### src/rtl/spi9_pkg.sv
package spi9_pkg;

  // Phase of the word being sent.
  typedef enum logic [1:0] {
    ST_IDLE,
    ST_LOW,
    ST_HIGH,
    ST_TAIL
  } phase_e;

  // Strobes from the control into the datapath.
  typedef struct packed {
    logic load;   // capture a new word, select the target
    logic rise;   // drive the serial clock high
    logic fall;   // drive the serial clock low, move to the next bit
    logic drop;   // deselect the target, flag completion
  } strobe_t;

endpackage

### src/rtl/spi9_halftimer.sv
module spi9_halftimer #(
  parameter int DIV = 1
) (
  input  logic clk,
  input  logic rstN,
  input  logic run,
  input  logic clr,
  output logic expire
);
  localparam int CW = (DIV > 0) ? $clog2(DIV + 1) : 1;
  localparam logic [CW-1:0] LAST = CW'(DIV);

  logic [CW-1:0] count;

  // Asserted in the last system clock of a half period.
  assign expire = run && (count == LAST);

  always_ff @(posedge clk or negedge rstN) begin
    if (!rstN) begin
      count <= '0;
    end else if (clr || expire) begin
      count <= '0;
    end else if (run) begin
      count <= count + 1'b1;
    end
  end
endmodule

### src/rtl/spi9_ctrl.sv
module spi9_ctrl
  import spi9_pkg::*;
#(
  parameter int DIV    = 1,
  parameter int WORD_W = 9
) (
  input  logic    clk,
  input  logic    rstN,
  input  logic    reqValid,
  output logic    reqReady,
  output strobe_t strb
);
  localparam int BW = $clog2(WORD_W);
  localparam logic [BW-1:0] LAST_BIT = BW'(WORD_W - 1);

  phase_e        phase, phaseNxt;
  logic [BW-1:0] bitIdx;
  logic          expire;
  logic          run;

  assign run      = (phase != ST_IDLE);
  assign reqReady = (phase == ST_IDLE);

  spi9_halftimer #(.DIV(DIV)) u_timer (
    .clk    (clk),
    .rstN   (rstN),
    .run    (run),
    .clr    (strb.load),
    .expire (expire)
  );

  always_comb begin
    strb     = '0;
    phaseNxt = phase;
    unique case (phase)
      ST_IDLE: begin
        if (reqValid) begin
          strb.load = 1'b1;
          phaseNxt  = ST_LOW;
        end
      end
      ST_LOW: begin
        if (expire) begin
          strb.rise = 1'b1;
          phaseNxt  = ST_HIGH;
        end
      end
      ST_HIGH: begin
        if (expire) begin
          strb.fall = 1'b1;
          phaseNxt  = (bitIdx == LAST_BIT) ? ST_TAIL : ST_LOW;
        end
      end
      ST_TAIL: begin
        if (expire) begin
          strb.drop = 1'b1;
          phaseNxt  = ST_IDLE;
        end
      end
      default: phaseNxt = ST_IDLE;
    endcase
  end

  always_ff @(posedge clk or negedge rstN) begin
    if (!rstN) begin
      phase  <= ST_IDLE;
      bitIdx <= '0;
    end else begin
      phase <= phaseNxt;
      if (strb.load) begin
        bitIdx <= '0;
      end else if (strb.fall && (bitIdx != LAST_BIT)) begin
        bitIdx <= bitIdx + 1'b1;
      end
    end
  end
endmodule

### src/rtl/spi9_dpath.sv
module spi9_dpath
  import spi9_pkg::*;
#(
  parameter int WORD_W = 9
) (
  input  logic              clk,
  input  logic              rstN,
  input  strobe_t           strb,
  input  logic [WORD_W-1:0] word,
  output logic              csN,
  output logic              sclk,
  output logic              sdo,
  output logic              done
);
  logic [WORD_W-1:0] shiftReg;

  // The line always carries the head of the shifter. Once all bits are
  // out, zeros have been shifted in, so the line returns low.
  assign sdo = shiftReg[WORD_W-1];

  always_ff @(posedge clk or negedge rstN) begin
    if (!rstN) begin
      shiftReg <= '0;
      csN      <= 1'b1;
      sclk     <= 1'b0;
      done     <= 1'b0;
    end else begin
      done <= strb.drop;
      if (strb.load) begin
        shiftReg <= word;
        csN      <= 1'b0;
      end
      if (strb.rise) begin
        sclk <= 1'b1;
      end
      if (strb.fall) begin
        sclk     <= 1'b0;
        shiftReg <= {shiftReg[WORD_W-2:0], 1'b0};
      end
      if (strb.drop) begin
        csN <= 1'b1;
      end
    end
  end
endmodule

### src/rtl/spi9_tx.sv
module spi9_tx
  import spi9_pkg::*;
#(
  parameter int DIV       = 1,
  parameter int PAYLOAD_W = 8
) (
  input  logic                 clk,
  input  logic                 rstN,
  input  logic                 reqValid,
  output logic                 reqReady,
  input  logic                 reqKind,
  input  logic [PAYLOAD_W-1:0] reqByte,
  output logic                 csN,
  output logic                 sclk,
  output logic                 sdo,
  output logic                 done
);
  localparam int WORD_W = PAYLOAD_W + 1;

  strobe_t strb;

  spi9_ctrl #(.DIV(DIV), .WORD_W(WORD_W)) u_ctrl (
    .clk      (clk),
    .rstN     (rstN),
    .reqValid (reqValid),
    .reqReady (reqReady),
    .strb     (strb)
  );

  spi9_dpath #(.WORD_W(WORD_W)) u_dpath (
    .clk  (clk),
    .rstN (rstN),
    .strb (strb),
    .word ({reqKind, reqByte}),
    .csN  (csN),
    .sclk (sclk),
    .sdo  (sdo),
    .done (done)
  );
endmodule

### config.mk
export PLATFORM = sky130hd
export DESIGN_NAME = spi9_tx
export DESIGN_NICKNAME = d
export VERILOG_FILES = /design/src/rtl/spi9_pkg.sv /design/src/rtl/spi9_halftimer.sv /design/src/rtl/spi9_ctrl.sv /design/src/rtl/spi9_dpath.sv /design/src/rtl/spi9_tx.sv
export SDC_FILE = /design/constraint.sdc
export NUM_CORES = 1
export LEC_CHECK = 0
export ABC_AREA = 1
export BUFFER_PORTS_ARGS = -buffer_cell sky130_fd_sc_hd__buf_2
export CAP_MARGIN = 20
export CORE_MARGIN = 2
export CORE_UTILIZATION = 41
export CTS_CLUSTER_DIAMETER = 60
export DETAILED_ROUTE_END_ITERATION = 8
export HOLD_SLACK_MARGIN = 0.03
export PLACE_DENSITY_LB_ADDON = 0.1
export SKIP_LAST_GASP = 1
export SYNTH_ARGS = -nofsm -noshare
export SYNTH_HDL_FRONTEND = slang
export SYNTH_SLANG_ARGS = --single-unit
### constraint.sdc
create_clock -name clk -period 3.1 [get_ports clk]
set_input_delay 0.155 -clock clk [delete_from_list [all_inputs] [get_ports clk]]
set_output_delay 0.155 -clock clk [all_outputs]
set_load 0.01 [all_outputs]
Word-level counts from Yosys, hierarchy flattened
Index checks and enable logic that the tools add are counted.
{"block": "classes", "n_addsub": 2, "eq_ne": 9, "n_mux": 22, "n_reduce_logical": 11}
{"operator": "$mux W9", "count": 2}
{"operator": "$mux W1", "count": 12}
{"operator": "$reduce_bool A2 Y1", "count": 6}
{"operator": "$mux W2", "count": 5}
{"operator": "$mux W4", "count": 2}
{"operator": "$ne A2 B2 Y1 const B", "count": 4}
{"operator": "$pmux W2 S4", "count": 1}
{"operator": "$add A4 B1 Y4 const B", "count": 1}
{"operator": "$eq A2 B2 Y1 const B", "count": 2}
{"operator": "$eq A4 B4 Y1 const B", "count": 1}
{"operator": "$ne A4 B4 Y1 const B", "count": 1}
{"operator": "$reduce_and A4 Y1", "count": 1}
{"operator": "$eq A2 B1 Y1 const B", "count": 1}
{"operator": "$logic_and A1 B1 Y1", "count": 2}
{"operator": "$logic_not A2 Y1", "count": 1}
{"operator": "$add A1 B1 Y1 const B", "count": 1}
{"operator": "$logic_or A1 B1 Y1", "count": 1}
{"block": "totals", "reg_bits": 19, "output_inout_bits": 5, "elab_cells": 51}

Logic depth before layout (Yosys ltp)
Gate-level depths: netlist of the first run.
{"block": "logic_depth", "word_depth": 7, "ltp_mapped": 7}

By module
Synthesis of the first run repeated with hierarchy kept, for this count alone.
{"block": "unflattened", "hier_cells": 129, "hier_area_um2": 996.0}
{"mod": "spi9_dpath", "instances": 1, "cells_per_inst": 71, "area_per_inst_um2": 545.5}
{"mod": "spi9_ctrl", "instances": 1, "cells_per_inst": 51, "area_per_inst_um2": 400.4}
{"mod": "spi9_halftimer", "instances": 1, "cells_per_inst": 7, "area_per_inst_um2": 50.0}

Worst setup path before layout of the first run
No wires, ideal clock.
{"block": "synth_timing", "kind": "reg2reg", "from": "register u_ctrl.phase[0]", "to": "register u_ctrl.bitIdx[2]", "arrival_time_ns": 1.101, "required_time_ns": 2.983, "setup_slack_ns": 1.882, "stages_incl_launch_ff": 7, "path_buffers": 0, "synth_period_minus_slack_ns": 1.218, "cell_sequence": "dfrtp_1 nor2_2 nand2_4 nand2_8 inv_12 nand2_4 nand2_2"}
{"block": "synth_via", "word_cells_on_any_way": 10}
{"item": "start: declaration", "line": "spi9_ctrl.sv:16", "rtl": "phase_e phase, phaseNxt;"}
{"item": "start signal: assignment", "line": "spi9_ctrl.sv:69", "rtl": "phase <= phaseNxt;"}
{"item": "$logic_not A2 Y1 (*)"}
{"item": "named net reqReady", "line": "spi9_tx.sv:10", "rtl": "output logic reqReady,"}
{"item": "$mux W1 (*)", "line": "spi9_ctrl.sv:35", "rtl": "unique case (phase)"}
{"item": "$mux W4 or $reduce_bool A2 Y1 (tied branches)"}
{"item": "end signal: assignment", "line": "spi9_ctrl.sv:73", "rtl": "bitIdx <= bitIdx + 1'b1;"}
{"item": "end: declaration", "line": "spi9_ctrl.sv:17", "rtl": "logic [BW-1:0] bitIdx;"}
Mark *: on every way through the listed nets, which the timed path passes. The rest lies on a longest branch.
A chain may end at the register's enable or synchronous reset.

Worst setup path in the final report of the first run
{"block": "layout_timing", "from": "register u_ctrl.phase[0]", "to": "output port reqReady"}
{"block": "layout_via", "elab_chain_cells": 1}
{"item": "$logic_not A2 Y1", "line": "spi9_ctrl.sv:22", "rtl": "assign reqReady = (phase == ST_IDLE);"}
{"item": "end: declaration", "line": "spi9_tx.sv:10"}
No other way between the ends.

==> results.yml, run 1 <==
global_routing:
  grt_antenna_before_repair: 0
  grt.overflow.total: 0
  grt.total_usage_pct: 16.0
  grt_pass1_vias: 772
  grt_pass1_wl_um: 3330
  grt_max_degree: 20
pwr:
  combPwrFrac_pct: 43.4
  sequentialPowerShare_pct: 44.3
  p_per_area_nw_per_um2: 868
  clkPwrFrac_pct: 12.3
  totalPowerFinal_w: 0.00104
  power.share.switching_pct: 44.5
  switchingPower_w: 0.000462
  leakagePower_nw: 0.666
  ir_drop_uv: 398
  cellInternalPower_w: 0.000576
placed_design:
  hpwl_um: 1340
  placedCellCount: 173
  portBuffers: 16
  placed_cell_area_um2: 1160
  place.gp.congestion: 0.694
worst_setup_path:
  critPathMaxFanout: 6
  end_kind: "output pin"
  path_class: "reg -> out"
  critical_path_required_ps: 2940
  cp.arrival_ps: 1170
  cpPeakStageDelay_ps: 490
  startpoint_type: "flop"
  cp_slowest_cell: "dfrtp_1"
  worstPathCellList: "nor2_2 -> buf_2"
finish:
  layout-drive-gt1-share_pct: 27.0
  final_nets: 163
  stdcell_count: 178
  final_util_pct: 49.2
  fin_area_um2: 1200
  syn2layout_area_growth_pct: 14.8
  diodes: 0
  num-fill-cells: 256
timing:
  min_period_over_period_pct: 42.7
  worst_pin_slew_ps: 424
  rsz0062_at_grt: "false"
  final_hold_viol_count: 0
  slew_headroom_pct: 71.7
  setup_violations: 0
  setup-tns-final_ps: 0
  maxSlewViolCount: 0
  fin_crit_ps: 1320
  clock.fmax_mhz: 756
  skew_ps: 2.23
cts:
  cts_tree: "built"
  numCtsBuffers: 3
  cts_sinks: 19
  path_clk_slew_ps: 110
  clockBufferDepth: 2
  cts-root-buf: "clkbuf_4"
  insertion_delay_ps: 290
  htreeDepth: 1
  postCtsSetupBuffers: 0
flow_run:
  cap_violations: 0
die:
  core_area_um2: 2430
  ios: 17
  start_util_pct: 42.8
  die_height_um: 54.4
  rows: 18
  die_width_um: 54.4
  dieArea_um2: 2960
route:
  dr.pass1.iters: 4
  first_iter_violations: 8
  vias: 840
  vias_per_cell: 4.72
  drt-total-wl_um: 1880
  wl_per_cell_um: 10.6
  drc: 0
  antenna_left: 0
logic_synthesis:
  yosys.area_share.adder_pct: 2.40
  synth_top_family_by_area: "simple AND/OR/NAND/NOR gates"
  seq_area_frac_synth_pct: 45.7
  yosys.area_share.simple_pct: 37.9
  syn_nets: 141
  yosys_warnings: 0
  synth_cell_type_count: 22
  synth-seq-cells: 19
  synth_mux_area_share_pct: 0
  synth.avg_cell_area_um2: 8.21
  syn_area_um2: 1040
  synth_compound_area_share_pct: 3.24
  synthCells: 127
  synth_xor_area_share_pct: 0.840
min_path:
  holdCritPathClass: "in -> reg"
status:
  status: "finished, final reports clean"
-- layout make-up --
cell class                 instances  area [um2]  area share [%]
inverter                          24         103            8.58
sequential                        19         477            39.9
clock buffer                       4        26.3            2.20
multi-input combinational         84         463            38.7
tap                               30        37.5            3.14
timing repair buffer              17        90.1            7.53
-- state kept, by name, indices dropped and copies added (netlist names) --
signal / count
u_dpath.csN: 1
u_dpath.sclk: 1
u_ctrl.u_timer.count: 1
u_dpath.shiftReg: 9
u_ctrl.bitIdx: 4
u_ctrl.phase: 2
u_dpath.done: 1
-- power by group through the flow --
stage               registers [W]  clock network, W  logic (W)
finish                   0.000459          0.000128   0.000451
global route             0.000477          0.000141   0.000524
CTS                      0.000460          0.000134   0.000463
detailed placement       0.000465                 0   0.000459
global placement         0.000459                 0   0.000456
floorplan                0.000457                 0   0.000345
-- per-stage QoR --
stage               setup WS [ps]  hold WS (ps)
global route                 1710           145
finish                       1780           122
detailed placement           1850           128
global placement             1850           131
CTS                          1760           117
floorplan                    1880          -141
-- routing by layer --
metal  vias to the layer above  part of all wire [%]  GRT usage (%)
met3                         2                   4.3           2.46
met5                         -                     0              0
met4                         0                   1.1           7.50
li1                        437                     -              -
met1                       386                    45           19.3
met2                        15                    49           27.7
-- repair_timing --
action | CTS | global route
gates resized for setup | 0 | 0
endpoints found under the hold margin | 18 | 0
hold buffers | 1 | 0
endpoints found under the setup margin | 0 | 0
-- cell usage in the layout, fill, tap and decap left out, drive strengths merged, types with 2 or more instances in the layout --
master	instances
nor2	6
o21ai	5
dfrtp	18
inv	24
ha	2
clkbuf	4
buf	16
nand2	48
nand3	19
-- synth_stat cells --
cell type | count | area (um2)
nand2_1 | 35 | 131
inv_1 | 22 | 82.6
dfrtp_1 | 18 | 450
nand3_1 | 18 | 90.1
nand2_2 | 10 | 62.6
nor2_1 | 3 | 11.3
ha_1 | 2 | 25.0
nand2_4 | 2 | 22.5
nor2_4 | 2 | 22.5
o21ai_0 | 2 | 10.0
o21ai_1 | 2 | 10.0
a21oi_1 | 1 | 5.00
dfstp_2 | 1 | 26.3
inv_12 | 1 | 16.3
inv_2 | 1 | 3.75
nand2_8 | 1 | 20.0
nand3_4 | 1 | 17.5
nand4_1 | 1 | 6.26
nor2_2 | 1 | 6.26
nor3_1 | 1 | 5.00
o21ai_2 | 1 | 8.76
xor2_1 | 1 | 8.76
-- worst paths after layout --
| kind | start | end | slack [ps] | depth (start not counted) |
|---|---|---|---|---|
| hold / removal | reqByte[0] | u_dpath.shiftReg[0] | 120 | 3 |
| setup / recovery | u_ctrl.phase[0] | reqReady | 1780 | 2 |
| min in group asynchronous | rstN | u_ctrl.phase[1] | 310 | 2 |
| hold reg to reg | u_dpath.shiftReg[8] | u_dpath.shiftReg[8] | 500 | 2 |
| max in group asynchronous | rstN | u_dpath.csN | 2460 | 2 |
| setup reg to reg | u_ctrl.phase[1] | u_ctrl.bitIdx[0] | 1840 | 5 |
-- cells by family (layout without fill, tap and decap cells) --
| group | Yosys count | in the layout |
|---|---|---|
| and+or+nand+nor | 75 | 75 |
| buffers and inverters | 24 | 45 |
| DFF | 19 | 19 |
| AOI/OAI and AO/OA | 6 | 6 |
| adders and majority gates | 2 | 2 |
| xor gates and xnor gates | 1 | 1 |
-- worst max-delay path: cells and delay by family, from the launching register on --
family        cells  cell delay [ps]
buf+inv           1              160
simple gates      1              220
flops             1              490
Note: power is estimated with default switching activity, not from simulation.
==> run 2: changes to the inputs <==
clock period = 1.2 ns   (was 3.1 ns; I/O delays follow)
==> results.yml, run 2 (synthesis gave the netlist of run 1 again) <==
status:
  status: "finished, final reports clean"
timing:
  setup_slack_ps: 7.83
  worst_pin_slew_ps: 453
  maxSlewViolCount: 0
  clock.fmax_mhz: 839
  setup_violations: 0
  slew_headroom_pct: 69.8
  setup-tns-final_ps: 0
  hold_slack_ps: 63.8
  skew_ps: 2.50
  min_period_over_period_pct: 99.3
  rsz0062_at_grt: "true"
  final_hold_viol_count: 0
  fin_crit_ps: 1190
worst_setup_path:
  critical_path_required_ps: 1140
  reg2regPathDepth: 7
  reg2reg_from: "u_ctrl.bitIdx[0]"
  startpoint_type: "flop"
  cp.arrival_ps: 1130
  end_kind: "output pin"
  path_class: "reg -> out"
  critPathMaxFanout: 4
  r2r_slack_ps: 8
  crit_end: "reqReady"
  r2r-end: "u_ctrl.bitIdx[1]"
  cp-startpoint: "u_ctrl.phase[1]"
finish:
  largest_register_ffs: 9
  reg_top3: "u_dpath.shiftReg: 9 flops, u_ctrl.bitIdx: 4 flops, u_ctrl.phase: 2 flops"
  final_common_cell: "nand2_1"
  mostFrequentLayoutCells: "nand2_1, inv_1, buf_2"
  layout-drive-gt1-share_pct: 45.9
  final_util_pct: 61.5
  top_register: "u_dpath.shiftReg"
  diodes: 0
  syn2layout_area_growth_pct: 43.5
  final_nets: 185
placed_design:
  portBuffers: 16
  place.gp.congestion: 0.699
  dp_slack_ps: -36.6
  hpwl_um: 1430
min_path:
  min_path_cells: 3
  holdCritPathClass: "in -> reg"
  worstHoldStart: "reqValid"
pwr:
  sequentialPowerShare_pct: 34.5
  p_per_area_nw_per_um2: 2310
  clkPwrFrac_pct: 9.6
  combPwrFrac_pct: 55.9
  cellInternalPower_w: 0.00195
  totalPowerFinal_w: 0.00345
  leakagePower_nw: 0.801
  switchingPower_w: 0.00150
  power.share.switching_pct: 43.5
  ir_drop_uv: 1140
cts:
  cts-root-buf: "clkbuf_4"
  cts_tree: "built"
  clockBufferDepth: 2
  cts_sinks: 19
  insertion_delay_ps: 290
  htreeDepth: 1
  path_clk_slew_ps: 110
  numCtsBuffers: 3
global_routing:
  grt.overflow.total: 0
  grt_antenna_before_repair: 0
  grt_pass1_vias: 837
  grt_max_degree: 20
  grt_pass1_wl_um: 3550
  grt.total_usage_pct: 16.8
die:
  rows: 18
  dieArea_um2: 2960
  ios: 17
  die_height_um: 54.4
  start_util_pct: 42.8
  core_area_um2: 2430
  die_width_um: 54.4
route:
  wl_per_cell_um: 11.1
  first_iter_violations: 14
  drt-total-wl_um: 2220
  drc: 0
  vias_per_cell: 4.60
  antenna_left: 0
  vias: 919
  dr.pass1.iters: 4
flow_run:
  cap_violations: 0
run 2: cell types whose count changed in the layout (fill, tap and decap cells not counted), sizes merged:
cell	change
buf	+18
clkbuf	+1
dlygate4sd3	+1
inv	+1
nand2	+1
run 2: worst max-delay path, stage by stage (launching register included):
cell     delay (ps)
dfrtp_2         470
nor2_4          200
buf_2           160
run 2: area by class of cell:
type,instances,area (um2)
sequential,19,480
clock buffer,4,26.3
fill,231,937
timing repair inverter,1,11.3
timing repair buffer,37,264
tap,30,37.5
inverter,24,103
multi-input combinational,85,573
run 2: how the worst min path moves through the flow:
| stage | endpoint | slack, ps |
|---|---|---|
| CTS | u_dpath.shiftReg[0] | 30 |
| finish | u_dpath.shiftReg[0] | 60 |
| detailed placement | u_dpath.done | 40 |
| global placement | u_dpath.done | 30 |
| floorplan | u_ctrl.bitIdx[0] | -240 |
| global route | u_dpath.shiftReg[0] | 60 |
run 2: through the flow:
| stage | cell area, um2 | cells |
|---|---|---|
| after floorplan | 1050 | 127 |
| after global placement | 1230 | 182 |
| after detailed placement | 1230 | 182 |
| after CTS | 1300 | 189 |
| after global routing | 1500 | 200 |
| final | 1500 | 200 |
run 2: timing repair:
item | CTS | global route
buffers inserted | 1 | 9
endpoints found under the hold margin | 19 | 0
resized for setup | 4 | 26
pin swaps | 0 | 17
hold buffers | 2 | 0
setup endpoints to repair | 14 | 14
gates cloned | 0 | 2
run 2: power by group through the flow:
stage               Sequential, W  Combinational (W)  Clock (W)
global placement          0.00116            0.00139          0
finish                    0.00119            0.00193   0.000331
detailed placement        0.00118            0.00140          0
floorplan                 0.00119           0.000899          0
CTS                       0.00116            0.00146   0.000346
global route              0.00123            0.00216   0.000367
run 2: metal layers:
layer | global-route usage (%) | vias up | share of wire, % | routed length [um]
met5 | 0 | - | 0 | 0
met4 | 6.25 | 0 | 0.90 | 20
met3 | 2.46 | 2 | 3.4 | 76
met2 | 30.3 | 14 | 51 | 1120
met1 | 20.1 | 416 | 45 | 997
li1 | - | 487 | - | -
